### src/rtl/yuv2rgb_pkg.sv
package yuv2rgb_pkg;

  localparam int PIX_W   = 8;
  localparam int MID_W   = 12;
  localparam int NCH     = 3;
  localparam int PIX_MAX = (1 << PIX_W) - 1;
  localparam int BIAS    = 1 << (PIX_W - 1);

  typedef logic        [PIX_W-1:0] pix_t;
  typedef logic signed [MID_W-1:0] mid_t;

  typedef enum int {CH_R = 0, CH_G = 1, CH_B = 2} chan_e;

  // Remove the mid-scale bias from a chroma sample.
  function automatic mid_t center(input pix_t c);
    return mid_t'({{(MID_W-PIX_W){1'b0}}, c}) - mid_t'(BIAS);
  endfunction

  // Widen luma into the signed intermediate format.
  function automatic mid_t widen(input pix_t y);
    return mid_t'({{(MID_W-PIX_W){1'b0}}, y});
  endfunction

  // About 1.406 * e
  function automatic mid_t red_term(input mid_t e);
    return e + (e >>> 2) + (e >>> 3) + (e >>> 5);
  endfunction

  // About 0.344 * d
  function automatic mid_t green_u_term(input mid_t d);
    return (d >>> 2) + (d >>> 4) + (d >>> 5);
  endfunction

  // About 0.719 * e
  function automatic mid_t green_v_term(input mid_t e);
    return (e >>> 1) + (e >>> 3) + (e >>> 4) + (e >>> 5);
  endfunction

  // About 1.766 * d
  function automatic mid_t blue_term(input mid_t d);
    return d + (d >>> 1) + (d >>> 2) + (d >>> 6);
  endfunction

  // Saturate a signed intermediate into the unsigned pixel range.
  function automatic pix_t saturate(input mid_t s);
    if (s < 0)
      return '0;
    else if (s > mid_t'(PIX_MAX))
      return pix_t'(PIX_MAX);
    else
      return s[PIX_W-1:0];
  endfunction

endpackage

### src/rtl/yuv2rgb_center.sv
module yuv2rgb_center
  import yuv2rgb_pkg::*;
(
  input  logic clk,
  input  logic rst_n,
  input  logic vld_i,
  input  pix_t y_i,
  input  pix_t u_i,
  input  pix_t v_i,
  output logic vld_o,
  output pix_t y_o,
  output mid_t d_o,
  output mid_t e_o
);

  always_ff @(posedge clk) begin
    if (!rst_n) begin
      vld_o <= 1'b0;
      y_o   <= '0;
      d_o   <= '0;
      e_o   <= '0;
    end else begin
      vld_o <= vld_i;
      if (vld_i) begin
        y_o <= y_i;
        d_o <= center(u_i);
        e_o <= center(v_i);
      end
    end
  end

endmodule

### src/rtl/yuv2rgb_terms.sv
module yuv2rgb_terms
  import yuv2rgb_pkg::*;
(
  input  logic clk,
  input  logic rst_n,
  input  logic vld_i,
  input  pix_t y_i,
  input  mid_t d_i,
  input  mid_t e_i,
  output logic vld_o,
  output pix_t y_o,
  output mid_t add_o [NCH]
);

  mid_t add_c [NCH];

  always_comb begin
    add_c[CH_R] = red_term(e_i);
    add_c[CH_G] = -(green_u_term(d_i) + green_v_term(e_i));
    add_c[CH_B] = blue_term(d_i);
  end

  always_ff @(posedge clk) begin
    if (!rst_n) begin
      vld_o <= 1'b0;
      y_o   <= '0;
    end else begin
      vld_o <= vld_i;
      if (vld_i) y_o <= y_i;
    end
  end

  for (genvar c = 0; c < NCH; c++) begin : g_term
    always_ff @(posedge clk) begin
      if (!rst_n)     add_o[c] <= '0;
      else if (vld_i) add_o[c] <= add_c[c];
    end
  end

endmodule

### src/rtl/yuv2rgb_sat.sv
module yuv2rgb_sat
  import yuv2rgb_pkg::*;
(
  input  logic clk,
  input  logic rst_n,
  input  logic en_i,
  input  pix_t y_i,
  input  mid_t add_i,
  output mid_t sum_o,
  output pix_t pix_o
);

  assign sum_o = widen(y_i) + add_i;

  always_ff @(posedge clk) begin
    if (!rst_n)    pix_o <= '0;
    else if (en_i) pix_o <= saturate(sum_o);
  end

endmodule

### src/rtl/yuv2rgb_shiftadd.sv
module yuv2rgb_shiftadd
  import yuv2rgb_pkg::*;
(
  input  logic       clk,
  input  logic       rst_n,
  input  logic       in_valid,
  input  logic [7:0] in_y,
  input  logic [7:0] in_u,
  input  logic [7:0] in_v,
  output logic       out_valid,
  output logic [7:0] out_r,
  output logic [7:0] out_g,
  output logic [7:0] out_b
);

  logic s1_valid;
  pix_t s1_y;
  mid_t s1_d, s1_e;

  logic s2_valid;
  pix_t s2_y;
  mid_t s2_add [NCH];

  mid_t sum_ch [NCH];
  pix_t pix_ch [NCH];

  // Named sums for the checker
  mid_t sum_r, sum_g, sum_b;

  yuv2rgb_center u_center (
    .clk   (clk),
    .rst_n (rst_n),
    .vld_i (in_valid),
    .y_i   (in_y),
    .u_i   (in_u),
    .v_i   (in_v),
    .vld_o (s1_valid),
    .y_o   (s1_y),
    .d_o   (s1_d),
    .e_o   (s1_e)
  );

  yuv2rgb_terms u_terms (
    .clk   (clk),
    .rst_n (rst_n),
    .vld_i (s1_valid),
    .y_i   (s1_y),
    .d_i   (s1_d),
    .e_i   (s1_e),
    .vld_o (s2_valid),
    .y_o   (s2_y),
    .add_o (s2_add)
  );

  for (genvar c = 0; c < NCH; c++) begin : g_ch
    yuv2rgb_sat u_sat (
      .clk   (clk),
      .rst_n (rst_n),
      .en_i  (s2_valid),
      .y_i   (s2_y),
      .add_i (s2_add[c]),
      .sum_o (sum_ch[c]),
      .pix_o (pix_ch[c])
    );
  end

  always_ff @(posedge clk) begin
    if (!rst_n) out_valid <= 1'b0;
    else        out_valid <= s2_valid;
  end

  assign sum_r = sum_ch[CH_R];
  assign sum_g = sum_ch[CH_G];
  assign sum_b = sum_ch[CH_B];
  assign out_r = pix_ch[CH_R];
  assign out_g = pix_ch[CH_G];
  assign out_b = pix_ch[CH_B];

endmodule

### config.mk
export PLATFORM = sky130hd
export DESIGN_NAME = yuv2rgb_shiftadd
export DESIGN_NICKNAME = d
export VERILOG_FILES = /design/src/rtl/yuv2rgb_pkg.sv /design/src/rtl/yuv2rgb_center.sv /design/src/rtl/yuv2rgb_terms.sv /design/src/rtl/yuv2rgb_sat.sv /design/src/rtl/yuv2rgb_shiftadd.sv
export SDC_FILE = /design/constraint.sdc
export NUM_CORES = 1
export LEC_CHECK = 0
export BUFFER_PORTS_ARGS = -buffer_cell sky130_fd_sc_hd__buf_2
export CORE_UTILIZATION = 23
export CTS_BUF_LIST = sky130_fd_sc_hd__clkbuf_16
export CTS_CLUSTER_DIAMETER = 40
export DETAILED_ROUTE_END_ITERATION = 10
export HOLD_SLACK_MARGIN = 0.02
export SYNTH_ARGS = -nofsm -noshare
export SYNTH_HDL_FRONTEND = slang
export SYNTH_SLANG_ARGS = --single-unit
### constraint.sdc
create_clock -name clk -period 6.8 [get_ports clk]
set_input_delay 1.7 -clock clk [delete_from_list [all_inputs] [get_ports clk]]
set_output_delay 1.7 -clock clk [all_outputs]
set_load 0.01 [all_outputs]
## Word-level counts from Yosys, hierarchy flattened

Index checks and enable logic that the tools add are counted.

| storage, ports and cells | value |
|---|---|
| bits in registers | 97 |
| bits in latches | 0 |
| memory bits (writable) | 0 |
| bits in read-only memories | 0 |
| input bits | 27 |
| output and inout port bits | 25 |
| logic and storage cells | 43 |
| memories | 0 |

| operators by class | value |
|---|---|
| $add $sub $neg | 18 |
| $mul | 0 |
| divide/modulo/power cells | 0 |
| order comparisons | 6 |
| equality and inequality tests | 0 |
| shift-type cells | 0 |
| multiplexer cells | 6 |
| bitwise logic cells | 0 |
| reduce and logical (&&, ||, !) cells | 0 |

Operators by type and width:

| operator | number |
|---|---|
| $mux 8 | 6 |
| $add 9x12->12 | 3 |
| $gt 12x9->1 const B | 3 |
| $lt 12x1->1 const B | 3 |
| $add 12x4->12 | 2 |
| $sub 8x8->9 const B | 2 |
| $add 12x12->12 | 1 |
| $add 12x3->12 | 1 |
| $neg 12->12 | 1 |
| $add 10x6->11 | 1 |
| $add 10x7->11 | 1 |
| $add 9x5->10 | 1 |
| $add 9x7->10 | 1 |
| $add 9x8->10 | 1 |
| $add 8x4->9 | 1 |
| $add 8x6->9 | 1 |
| $add 7x5->8 | 1 |

## Depth between registers and ports, before layout

Gate-level depths: netlist of the first run.

| depth | value |
|---|---|
| depth in word-level cells | 5 |
| depth in mapped cells | 19 |
| mapped depth without buffers | 19 |

## Hierarchy

A second synthesis of the first run with hierarchy kept.

| unflattened totals | value |
|---|---|
| cells, all modules | 931 |
| area total of the unflattened synthesis | 8660.8 µm² |

Modules (own cells, without submodules):

| module | times used | cells each | area an instance (µm²) | sequential area each (µm²) |
|---|---|---|---|---|
| yuv2rgb_terms | 1 | 497 | 4934.7 | 900.9 |
| yuv2rgb_sat at g_ch[0].u_sat ... | 2 | 115 | 884.6 | 160.2 |
| yuv2rgb_center | 1 | 87 | 1011.0 | 500.5 |
| yuv2rgb_sat at g_ch[1].u_sat | 1 | 115 | 919.6 | 160.2 |
| yuv2rgb_shiftadd | 1 | 2 | 26.3 | 20.0 |

## Worst setup path after synthesis of the first run

No wires, ideal clock.

| timing path | value |
|---|---|
| path type | reg-to-reg |
| start point | register u_center.d_o[7] |
| end point | register u_terms.add_o[20] (netlist bit) |
| setup time | 0.066 ns |
| arrival | 4.447 ns |
| data required time | 6.734 ns |
| slack | 2.287 ns |
| stages on the path, launching flop included | 16 |
| path buffers | 0 |
| clock period less this slack | 4.513 ns |
| cells stage by stage | dfxtp_1 > fa_1 > ha_1 > a21o_1 > a21oi_1 > xor2_1 > fa_1 > ha_1 > ha_1 > and3_1 > a2111oi_2 > o21bai_1 > a21oi_1 > xnor2_1 > mux2i_1 > nor2b_1 |

| on the way | value |
|---|---|
| longest elaborated chain between the ends | 4 |

Ends and longest elaborated chain:

| what | RTL line | text |
|---|---|---|
| start: declaration | yuv2rgb_center.sv:12 | `output mid_t d_o,` |
| start signal: assignment | yuv2rgb_center.sv:26 | `d_o <= center(u_i);` |
| $add 7x5->8 | yuv2rgb_pkg.sv:31 | `return (d >>> 2) + (d >>> 4) + (d >>> 5);` |
| $add 8x4->9 * | yuv2rgb_pkg.sv:31 |  |
| $add 12x12->12 * | yuv2rgb_terms.sv:19 | `add_c[CH_G] = -(green_u_term(d_i) + green_v_term(e_i));` |
| $neg 12->12 * | yuv2rgb_terms.sv:19 |  |
| end signal: indexed assignment | yuv2rgb_terms.sv:36 | `else if (vld_i) add_o[c] <= add_c[c];` |
| end: declaration | yuv2rgb_terms.sv:12 | `output mid_t add_o [NCH]` |

Mark *: on every way between the ends. The rest lies on a longest branch, timed or not.
A chain may end at the register's enable or synchronous reset.

## Final worst setup path of the first run

Ends and elaborated chain as after synthesis.

==> results of run 1 <==
[per-stage QoR]
stage	setup WS (ns)	util, %	power, W	std cells
floorplan	2.29	-	0.00121	727
global placement	1.92	25.8	0.00137	1142
detailed placement	1.89	25.8	0.00139	1142
CTS	1.86	26.7	0.00189	1158
global route	1.61	26.7	0.00200	1158
finish	1.89	26.7	0.00187	1158
[Yosys cell counts, types with 2 or more instances]
library cell  number  area share, %
a211o_1            3           0.39
a211oi_1           2           0.22
a21boi_0           2           0.22
a21boi_1           3           0.33
a21o_1            17            1.9
a21oi_1           39            2.9
a221o_1            4           0.59
a31oi_1            7           0.65
a32o_1             2           0.30
and2_1             3           0.28
and3_1             2           0.19
buf_1              4           0.22
clkbuf_1          18            1.0
dfxtp_1           92             27
fa_1              30            8.9
ha_1              81             15
inv_1             48            2.7
mux2i_1           50            7.4
nand2_1           49            2.7
nand2b_1          10           0.93
nand3_1            9           0.67
nand3b_1           5           0.56
nor2_1            34            1.9
nor2b_1           61            5.7
nor3_1             9           0.67
nor3b_1            2           0.22
o211a_1            6           0.89
o211ai_1           7           0.78
o21a_1            11            1.2
o21ai_0           27            2.0
o21ai_1            8           0.59
o21bai_1           8           0.89
o41ai_1            3           0.39
or2_2              3           0.28
or3_1              3           0.28
xnor2_1           31            4.0
xor2_1            17            2.2
[power groups by stage]
stage	logic, W	registers [W]	clock network [W]
after floorplan	0.000573	0.000634	0
after global placement	0.000723	0.000645	0
after detailed placement	0.000739	0.000647	0
after CTS	0.000742	0.000634	0.000511
after global routing	0.000825	0.000641	0.000535
final	0.000740	0.000634	0.000492
[routing by layer]
metal	routed length, um	track usage (%)	vias up	share of wire (%)
met5	17	0	-	0.11
met4	130	2.43	2	0.86
met3	578	2.83	12	3.8
met2	6030	14.9	69	40
met1	8390	15.3	2255	55
li1	-	-	2615	-
[cells by family after synthesis]
group | count (synthesis)
flops | 92
fa+ha+maj | 111
xor+xnor | 48
compound gates | 157
mux | 52
simple gates | 197
buf+inv | 70
[area by class of cell]
cell class                 count  share of cell area (%)
clock buffer                   9                    2.93
clock inverter                 7                   0.748
inverter                      48                    2.34
multi-input combinational    565                    60.3
sequential                    92                    23.9
tap                          384                    6.24
timing repair buffer          53                    3.51
[critical path, delay by kind of cell (launching register included)]
family / cells / cell delay [ns]
simple gates: 2 / 0.34
mux: 1 / 0.09
flops: 1 / 0.97
fa+ha+maj: 5 / 1.99
xor+xnor: 2 / 0.33
compound gates: 5 / 1.13
[cell usage in the layout, fill, tap and decap left out, drive strengths merged, types with 5 or more instances in the layout]
master,instances
dfxtp,92
ha,81
nor2b,62
buf,53
inv,52
mux2i,50
nand2,49
a21oi,39
nor2,35
o21ai,35
xnor2,31
fa,30
a21o,17
xor2,17
o21a,11
nand2b,10
nand3,9
nor3,9
clkbuf,9
o21bai,8
a31oi,8
o211ai,7
o211a,6
nand3b,5
a21boi,5
[sequential cells by signal, indices dropped and copies added, names as in the netlist]
signal and cells:
g_ch.u_sat.pix_o 24, u_center.vld_o 1, u_center.d_o 8, u_center.e_o 8, u_center.y_o 8, u_terms.vld_o 1
u_terms.y_o 8, u_terms.add_o 33, out_valid 1
[worst max path at each step]
| stage | startpoint | endpoint | slack, ns | cells after the start |
|---|---|---|---|---|
| after floorplan | u_center.d_o[7]$_SDFFE_PN0P_ | u_terms.add_o[20]$_SDFFE_PN0P_ | 2.29 | 15 |
| after global placement | u_center.d_o[7]$_SDFFE_PN0P_ | u_terms.add_o[20]$_SDFFE_PN0P_ | 1.92 | 15 |
| after detailed placement | u_center.d_o[7]$_SDFFE_PN0P_ | u_terms.add_o[20]$_SDFFE_PN0P_ | 1.89 | 15 |
| after CTS | u_center.d_o[7]$_SDFFE_PN0P_ | u_terms.add_o[20]$_SDFFE_PN0P_ | 1.86 | 15 |
| after global routing | u_center.d_o[7]$_SDFFE_PN0P_ | u_terms.add_o[20]$_SDFFE_PN0P_ | 1.61 | 15 |
| final | u_center.d_o[7]$_SDFFE_PN0P_ | u_terms.add_o[20]$_SDFFE_PN0P_ | 1.89 | 15 |
==> summary.md, run 1 <==
| Metric | Value |
|---|---|
| EDFF count, synth | 0 |
| Worst-Margin Slew | 1.11 ns |
| Vias per cell | 4.28 |
| Layout net count | 907 |
| Most used cell, CP | ha_1 |
| Area Growth Syn to Fin | 14.1% |
| Power share of the clock group | between 20% and 30% |
| Final hold viol count | 0 |
| Worst r2r dst | u_terms.add_o[20]$_SDFFE_PN0P_ |
| Clock-pin transition on the worst setup and hold timing paths | 0.07 ns |
| CP endpoint kind | register |
| Area of the multi-input gates | 4640 sq um |
| Core box area | 28,800 sq um |
| First-pass GRT wire length | 24.8 mm |
| Yosys warns | 0 |
| CTS tree | yes |
| Pwr per Cell Area | between 200 and 250 nW/um^2 |
| Gr usage total | 10.4% |
| Setup tns final | 0 ns |
| Internal power | 0.00118 W |
| Adder-Cell Fraction of Synth Area | a little under a quarter |
| # fillers | 3,070 |
| Final period demand of the worst path | slightly below 5 ns |
| Worst skew pair latency | 0.35 ns |
| # diodes | 0 |
| Final Cycle Share | 72.2% |
| Min-delay src | g_ch[0].u_sat.pix_o[2]$_SDFFE_PN0P_ |
| RSZ-0062 raised after global routing | no |
| Critical path launch point type | register |
| Hold Path Class | register to register |
| Mapped cell area | 6740 sq um |
| Net Switching | 0.000681 W |
| Synth Area in Compound Gates | 15.6% |
| Final setup fails | 0 |
| Initial Util | about a quarter |
| Finished Cell Area | 7700 sq um |
| Maximum clock path buffer count | 2 |
| Static leakage | 3.49 nW |
| Switching share of power | roughly 36% |
| Row cnt | 62 |
| Slowest stage delay, CP | 0.97 ns |
| DR WL/cell | between 10 and 15 um |
| Initial antenna violation count | 1 |
| Sequential fraction of the synthesis area | 27.3% |
| H-tree depth | 3 |
| Post-synthesis xor/xnor area fraction | 6.23% |
| Critical path class | register to register |
| Synthesized netlist cell count | about 730 |
| Placed inst area | 7410 sq um |
| Die width | 173 um |
| Post-synth ARST share | 0% |
| Slowest-stage cell, CP | dfxtp_1 |
| Maximum fanout along the worst path | 23 |
| Slew Limit Headroom | 25.7% |
| Register area | 1840 sq um |
| Setup bufs post-CTS | 0 |
| GPL Wtd Cong | 0.815 |
| Total clock sinks | about 90 |
| Worst r2r src | u_center.d_o[7]$_SDFFE_PN0P_ |
| Vias in the first global route | 4,787 |
| Number of max-cap violations | 0 |
| Largest family of logic cells by synthesized area | adder cells |
| Hold endpoint | g_ch[0].u_sat.pix_o[2]$_SDFFE_PN0P_ |
| R2R Setup Slk | 1.89 ns |
| Worst r2r path cells | 15 |
| Final Skew | 0.00872 ns |
| Critical Path AT | 5.21 ns |
| Total wire length | around 15 mm |
| #FFs+latches synth | 92 |
| # resized after CTS | 0 |
| F_max | ~0.20 GHz |
| Via Count | 4,953 |
| Final Slew Violations | 0 |
| Netlist cell types | 54 |
| Syn nets | 865 |
| Port bufs | a little over 50 |
| Remaining DRCs | 0 |
| Critical-path cell list | fa_1 -> ha_1 -> a21o_1 -> a21oi_1 -> xor2_1 -> fa_1 -> ha_1 -> ha_1 -> and3_1 -> a2111oi_2 -> o21bai_1 -> a21oi_1 -> xnor2_1 -> mux2i_1 -> nor2b_1 |
| Mux cell area share after synthesis | 7.81% |
| Chip Height | roughly 170 um |
| Post-CTS Hold Fix Bufs | 0 |
| Final ANT Viol Nets | 0 |
| Layout cell share with drive strength beyond 1 | 10.3% |
| First DRT Iteration DRCs | 270 |
| Comb power frac | 39.7% |
| Total CTS buffers | 9 |
| Sequential power share | 34.0% |
| Mapped Avg Cell Area | roughly 9.3 sq um |
| Initial DRT Pass Iterations | 5 |
| Total die area | approximately 30,000 sq um |
| Simple-gate share of the synthesized area | 15.2% |
| Post-DP HPWL | ~12 mm |
| Largest net degree at the start of global routing | 68 |
| Root buffer cell | clkbuf_16 |
| Ys flop type | dfxtp_1 |
| CP required | 7.09 ns |
| I/O pin count | 52 |
| Hold_ws | about 0.46 ns |
| Hold Path Depth | 2 |
| Grt total ovfl | 0 |
| Status | complete, no violations |
| Max VDD drop | 0.000161 V |
(Power assumes the default switching activity.)
==> run 2, diff against run 1 <==
Settings changed: ABC_AREA set to 1.
Clock period 6.8 ns to 4.1 ns, I/O delays scaled along.
==> run 2 against run 1 <==
Total power increased by 89%. Clock-buffer cell count did not move. Clock skew about the same. Global-route usage increased by 0.22 points. Critical endpoint is now u_terms.add_o[21]$_SDFFE_PN0P_. Critical path type unchanged. Critical path depth increased by 4. Sequential share of layout area down 1.4 points. Maximum frequency grew 28%. Design area up 6.1%. Wire length is 7.5% higher.
==> summary.md, run 2 <==
| Metric | Value |
|---|---|
| Status | complete, no violations |
| EDFF count, synth | 0 (unchanged) |
| Final Cycle Share | 93.8% (+22 points) |
| Max VDD drop | 0.000201 V (+25%) |
| Maximum clock path buffer count | 2 (unchanged) |
| Worst-Margin Slew | 0.905 ns (-0.208 ns) |
| Power, Total | 0.00352 W (+89%) |
| Remaining DRCs | 0 (unchanged) |
| Net Switching | 0.00138 W (+100%) |
| CP required | 4.35 ns (-2.74 ns) |
| Critical Path AT | 4.09 ns (-1.12 ns) |
| H-tree depth | 3 (unchanged) |
| Setup bufs post-CTS | 0 (unchanged) |
| Total wire length | 16.3 mm (+7.5%) |
| Core box area | 29,800 sq um (+3.5%) |
| Critical path class | register to register |
| Largest register by flop count | u_terms.add_o |
| Min-delay src | g_ch[0].u_sat.pix_o[6]$_SDFFE_PN0P_ |
| Synthesized netlist cell count | 933 (+28%) |
| Comb power frac | 48.1% (+8.4 points) |
| Post-CTS Hold Fix Bufs | 0 (unchanged) |
| Critical-path cell list | fa_1 -> ha_1 -> inv_1 -> fa_2 -> or2_4 -> nand2_2 -> a21oi_2 -> xor2_1 -> fa_1 -> ha_4 -> ha_4 -> buf_4 -> nand2_1 -> inv_1 -> nand4_1 -> nand3_2 -> xor2_1 -> o21ai_1 -> inv_1 |
| Largest net degree at the start of global routing | 47 (-31%) |
| Largest cells by area after synthesis | dfxtp_1 (26%), ha_1 (14%), fa_1 (8.6%), nand2_1 (8.3%), nor2_1 (6.0%) |
| GPL Wtd Cong | 0.818 (+0.42%) |
| Yosys top cell by area | dfxtp_1 |
| Port bufs | 51 (unchanged) |
| Sequential fraction of the synthesis area | 26.3% (-0.99 points) |
| Total clock sinks | 92 (unchanged) |
| Final period demand of the worst path | 3.85 ns (-1.07 ns) |
| Layout net count | 1,131 (+25%) |
| Static leakage | 3.99 nW (+14%) |
| Mapped Avg Cell Area | 7.50 sq um (-19%) |
| Netlist cell types | 36 (-33%) |
| Clock-pin transition on the worst setup and hold timing paths | 0.07 ns (about the same) |
| Ys flop type | dfxtp_1 |
| Placed inst area | 7820 sq um (+5.4%) |
| Chip Height | 176 um (+1.8%) |
| Vias per cell | 4.25 (-0.60%) |
| Setup tns final | 0 ns (unchanged) |
| Most used cell, CP | inv_1 |
| Top cells by count, synth | nand2_1 (155), nor2_1 (111), inv_1 (106) |
| Initial antenna violation count | 0 (-1) |
| F_max | 0.260 GHz (+28%) |
| Top Registers | u_terms.add_o (33), g_ch.u_sat.pix_o (24) |
| Pwr per Cell Area | 431 nW/um^2 (+78%) |
| Vias in the first global route | 5,506 (+15%) |
| #FFs+latches synth | 92 (unchanged) |
| Worst r2r src | u_center.e_o[2]$_SDFFE_PN0P_ |
| Sequential power share | 29.3% (-4.7 points) |
| Final Skew | 0.00860 ns (-0.000122 ns) |
| I/O pin count | 52 (unchanged) |
| Total die area | 31,100 sq um (+3.7%) |
| Post-DP HPWL | 13.0 mm (+7.9%) |
| Yosys warns | 0 (unchanged) |
| CTS tree | yes |
| GRT met2 Usage | 15.7% (+0.81 points) |
| First DRT Iteration DRCs | 266 (-1.5%) |
| Area Growth Syn to Fin | 16.7% |
| Internal power | 0.00214 W (+80%) |
| Finished Cell Area | 8170 sq um (+6.1%) |
| Slew Limit Headroom | 39.6% (+14 points) |
| Via Count | 5,901 (+19%) |
| # fillers | 3,325 (+8.3%) |
| Commonest cells after routing, fill and taps aside | nand2_1 (154), nor2_1 (111), inv_1 (106) |
| Final Slew Violations | 0 (unchanged) |
| DP Worst Slack | -0.100 ns (-1.99 ns) |
| First-pass GRT wire length | 26.8 mm (+7.9%) |
| Hold_ws | 0.464 ns (+0.00713 ns) |
| Critical path launch point type | register |
| Top cell type's share of synthesized area | 26.3% (-0.99 points) |
| Initial Util | 23.5% (+0.053 points) |
| Grt total ovfl | 0 (unchanged) |
| GRT met3 Usage | 1.85% (-0.98 points) |
| Power share of the clock group | 22.6% (-3.8 points) |
| DR WL/cell | 11.7 um (-10%) |
| Initial DRT Pass Iterations | 5 (unchanged) |
| Number of max-cap violations | 0 (unchanged) |
| Worst skew pair latency | 0.35 ns (about the same) |
| Met1 Use GR | 15.6% (+0.32 points) |
| Most common cell in the netlist | nand2_1 |
| RSZ-0062 raised after global routing | no |
| Row cnt | 63 (+1.6%) |
| Gr usage total | 10.6% (+0.22 points) |
| Root buffer cell | clkbuf_16 |
| Switching share of power | 39.3% (+2.8 points) |
| Final setup fails | 0 (unchanged) |
| Final hold viol count | 0 (unchanged) |
| # diodes | 0 (unchanged) |
| Post-synth ARST share | 0% (unchanged) |
| Hold Path Class | register to register |
| Maximum fanout along the worst path | 3 (-87%) |
| Setup WS post-layout | 0.254 ns (-1.63 ns) |
| Slowest-stage cell, CP | fa_1 |
| Grt peak-use layer | met2 |
| Mapped cell area | 7000 sq um (+3.8%) |
| Final ANT Viol Nets | 0 (unchanged) |
| Syn nets | 1,071 (+24%) |
| Most common cell after layout, fill and taps aside | nand2_1 |
| Total CTS buffers | 9 (unchanged) |
| Die width | 176 um (+1.8%) |
| Slowest stage delay, CP | 0.57 ns (-0.40 ns) |
| Critical Path Source | u_center.e_o[2]$_SDFFE_PN0P_ |
| Max FFs per register | 33 (unchanged) |
| CP endpoint kind | register |
| Layout cell share with drive strength beyond 1 | 14.3% (+4.0 points) |
==> run 2: cell types whose count changed after synthesis, moves of 41 or more <==
cell,previous run,this run
inv_1,48,106
o21ai_0,27,73
nand2_1,49,155
a21oi_1,39,80
mux2i_1,50,0
nor2b_1,61,0
nor2_1,34,111
==> run 2: logic make-up (layout without fill, tap and decap cells) <==
kind of cell | count (synthesis) | count (layout) | synth area share, %
buffers and inverters | 136 | 201 | 7.29
DFF | 92 | 92 | 26.3
adders and majority gates | 111 | 111 | 23.1
and+or+nand+nor | 347 | 347 | 21.3
xor gates and xnor gates | 49 | 49 | 6.13
AOI/OAI and AO/OA | 198 | 198 | 15.9
==> run 2: timing repair <==
item | CTS | global route
endpoints found under the setup margin | 4 | 7
resized for setup | 2 | 18
pin swaps | 3 | 4
==> run 2: cell type report <==
cell class              instances  area [sq um]  share of cell area (%)
multi-input cells             705          4710                    57.7
flip-flops and latches         92          1850                    22.6
well taps                     390           488                    5.97
repair buffers                 73           420                    5.15
inverters                     112           420                    5.15
clock buffers                   9           225                    2.76
clock inverters                 7          55.1                   0.674
==> run 2: power groups by stage <==
stage / Sequential, W / Combinational, W / Clock [W]
6_report: 0.00103 / 0.00169 / 0.000794
4_1_cts: 0.00103 / 0.00161 / 0.000821
2_1_floorplan: 0.00105 / 0.00111 / 0
3_3_place_gp: 0.00105 / 0.00156 / 0
3_5_place_dp: 0.00105 / 0.00158 / 0
5_1_grt: 0.00104 / 0.00192 / 0.000850
==> run 2: per-stage QoR <==
stage	util, %	instances
CTS	27.2	1388
detailed placement	26.2	1372
global route	27.4	1388
floorplan	-	933
finish	27.4	1388
global placement	26.2	1372
==> run 2: routing by layer <==
metal / part of all wire (%) / up-vias / routed length [um]
met5: 0 / - / 0
met4: 0.95 / 0 / 155
met3: 3.8 / 11 / 612
met2: 40 / 102 / 6590
met1: 55 / 2621 / 8930
li1: - / 3167 / -
==> run 2: worst paths after layout <==
path | slack (ns) | to | depth (start not counted)
max | 0.25 | u_terms.add_o[21]$_SDFFE_PN0P_ | 19
min | 0.46 | g_ch[0].u_sat.pix_o[6]$_SDFFE_PN0P_ | 2
max reg2reg | 0.25 | u_terms.add_o[21]$_SDFFE_PN0P_ | 19
min reg2reg | 0.46 | g_ch[0].u_sat.pix_o[6]$_SDFFE_PN0P_ | 2
==> run 2: worst max-delay path: cells and delay by family (launching register included) <==
kind,cells,cell delay [ns]
AND/OR/NAND/NOR,5,0.54
AO/OA/AOI/OAI,2,0.17
buffers and inverters,4,0.30
adder cells (fa/ha/maj),6,2.07
XOR/XNOR,2,0.30
flip-flops,1,0.36
==> run 3, diff against run 2 <==
Settings changed: GPL_ROUTABILITY_DRIVEN set to 0, PLACE_DENSITY set to 0.38.
Clock period 4.1 ns to 3.1 ns, I/O delays scaled along.
==> run 3 against run 2 <==
Clock-buffer cell count unchanged. Sequential power up 33%. Worst hold slack worse by 0.0017 ns. Largest power group unchanged. Highest routed layer unchanged. Critical path type unchanged. Final cell count up 3.7%. Largest cell class unchanged. The flow now finishes with violations (setup timing). First-iteration DRC count down 2.6%. Maximum frequency up 1.8%.
==> summary.md, run 3 (same netlist as run 2, synthesis figures left out) <==
| Metric | Value |
|---|---|
| Status | finished, violations left |
| Failing checks | setup timing |
| Met1 WL | 10.0 mm (+12%) |
| Final setup fails | 17 (+17) |
| Layout net count | 1,182 (+4.5%) |
| Row cnt | 63 (unchanged) |
| Largest net degree at the start of global routing | 47 (unchanged) |
| Critical path launch point type | register |
| Gr usage total | 12.9% (+2.3 points) |
| DR WL/cell | 13.3 um (+14%) |
| Top layer in use | met4 |
| Initial antenna violation count | 0 (unchanged) |
| CP required | 3.31 ns (-1.04 ns) |
| Metal2 WL | 8.48 mm (+29%) |
| Total die area | 31,100 sq um (unchanged) |
| Final period demand of the worst path | 3.78 ns (-0.0691 ns) |
| Slew Limit Headroom | 49.8% (+10 points) |
| Critical path class | register to register |
| Initial Util | 23.5% (unchanged) |
| Maximum fanout along the worst path | 5 (+2) |
| Setup WS post-layout | -0.677 ns (-0.931 ns) |
| Worst skew pair latency | 0.35 ns (about the same) |
| Die width | 176 um (unchanged) |
| Commonest cells after routing, fill and taps aside | nand2_1 (147), nor2_1 (109), inv_1 (97) |
| Critical Path AT | 3.99 ns (-0.10 ns) |
| CP endpoint kind | register |
| # fillers | 3,285 (-1.2%) |
| # diodes | 0 (unchanged) |
| Initial DRT Pass Iterations | 4 (-1) |
| First DRT Iteration DRCs | 259 (-2.6%) |
| F_max | 0.265 GHz (+1.8%) |
| Maximum clock path buffer count | 2 (unchanged) |
| Hold Path Class | register to register |
| Number of max-cap violations | 0 (unchanged) |
| Worst-Margin Slew | 0.752 ns (-0.152 ns) |
| Largest register by flop count | u_terms.add_o |
| Register area | 1870 sq um (+1.1%) |
| Via Count | 6,148 (+4.2%) |
| Final design utilization | 30.2% (+2.8 points) |
| Final Cycle Share | 122% (+28 points) |
| Most common cell after layout, fill and taps aside | nand2_1 |
| Vias per cell | 4.27 (+0.49%) |
| Layout cell share with drive strength beyond 1 | 25.6% (+11 points) |
| Pwr per Cell Area | 601 nW/um^2 (+40%) |
| CTS tree | yes |
| Core box area | 29,800 sq um (unchanged) |
| Static leakage | 4.29 nW (+7.4%) |
| Wire length on met3 | 548 um (-10%) |
| Critical-path cell list | fa_1 -> ha_2 -> inv_2 -> fa_2 -> or2_4 -> nand2_4 -> a21oi_4 -> xor2_1 -> fa_1 -> ha_4 -> ha_4 -> nand2_2 -> inv_2 -> a21oi_2 -> o21ai_2 -> nand2_1 -> nand2_1 -> nand2_1 -> nand2_1 -> a21oi_2 |
| Final Slew Violations | 0 (unchanged) |
| Final ANT Viol Nets | 0 (unchanged) |
| Max VDD drop | 0.000321 V (+59%) |
| Slowest-stage cell, CP | fa_1 |
| Final hold viol count | 0 (unchanged) |
| Port bufs | 51 (unchanged) |
| Most used cell, CP | nand2_1 |
| Total CTS buffers | 9 (unchanged) |
| Vias in the first global route | 6,240 (+13%) |
| Area Growth Syn to Fin | 28.7% |
| Grt total ovfl | 0 (unchanged) |
| Max FFs per register | 33 (unchanged) |
| Post-DP HPWL | 15.1 mm (+16%) |
| RSZ-0062 raised after global routing | yes |
| Setup tns final | -6.31 ns (-6.31 ns) |
| First-pass GRT wire length | 31.8 mm (+19%) |
| Final Skew | 0.0116 ns (+0.00301 ns) |
| Top Registers | u_terms.add_o (33), g_ch.u_sat.pix_o (24) |
| Remaining DRCs | 0 (unchanged) |
| Area of the multi-input gates | 5110 sq um (+8.4%) |
| Chip Height | 176 um (unchanged) |
| Root buffer cell | clkbuf_16 |
| H-tree depth | 3 (unchanged) |
| Total clock sinks | 92 (unchanged) |
| Slowest stage delay, CP | 0.57 ns (about the same) |
| I/O pin count | 52 (unchanged) |
| Total wire length | 19.2 mm (+18%) |
| Clock-pin transition on the worst setup and hold timing paths | 0.07 ns (about the same) |
[run 3: cell count changes in the layout (fill, tap and decap cells not counted), sizes merged]
cell | previous run | this run
buf | 73 | 124
bufinv | 0 | 1
clkinv | 2 | 4
clkinvlp | 1 | 0
inv | 116 | 114
[run 3: final timing paths]
kind	slack, ns	endpoint	startpoint	cells past startpoint
min reg2reg	0.46	g_ch[1].u_sat.pix_o[5]$_SDFFE_PN0P_	g_ch[1].u_sat.pix_o[5]$_SDFFE_PN0P_	2
min	0.46	g_ch[1].u_sat.pix_o[5]$_SDFFE_PN0P_	g_ch[1].u_sat.pix_o[5]$_SDFFE_PN0P_	2
max	-0.68	u_terms.add_o[22]$_SDFFE_PN0P_	u_center.e_o[4]$_SDFFE_PN0P_	20
max reg2reg	-0.68	u_terms.add_o[22]$_SDFFE_PN0P_	u_center.e_o[4]$_SDFFE_PN0P_	20
[run 3: layout make-up]
cell class / count / area share [%]
multi-input cells: 705 / 56.8
flip-flops and latches: 92 / 20.7
repair buffers: 124 / 9.21
well taps: 390 / 5.42
inverters: 112 / 4.67
clock buffers: 9 / 2.50
clock inverters: 7 / 0.709
[run 3: what timing repair did]
item                                   4_1_cts  5_1_grt
buffers inserted                             8        3
pin swaps                                   36       26
resized for setup                           46       54
hold buffers                                 0        0
setup endpoints to repair                   17       20
endpoints found under the hold margin        0        0
[run 3: worst max-delay path: cells and delay by family, from the launching register on]
family	cells	cell delay (ns)
compound gates	4	0.30
xor+xnor	1	0.17
fa+ha+maj	6	2.11
buf+inv	2	0.08
flops	1	0.35
simple gates	7	0.63
[run 3: power by group]
part | switching [W] | internal, W
clock | 0.000495 | 0.000622
combinational | 0.00148 | 0.00144
sequential | 0.0000894 | 0.00128
[run 3: per-layer routing]
metal / vias up / track usage (%)
met4: 0 / 2.44
met1: 2781 / 17.9
li1: 3279 / -
met2: 74 / 21.2
met5: - / 0
met3: 14 / 1.98
[run 3: per-stage QoR]
step                      cells  cell area [sq um]  worst slack (ns)  hold slack (ns)  total power, W
after floorplan             933               7110            -0.612            0.445         0.00303
after global placement     1414               8240            -0.682            0.455         0.00392
after detailed placement   1414               8240            -0.706            0.453         0.00390
after CTS                  1436               8750            -0.677            0.465         0.00524
after global routing       1439               9000            -0.883            0.484         0.00591
final                      1439               9000            -0.677            0.462         0.00542
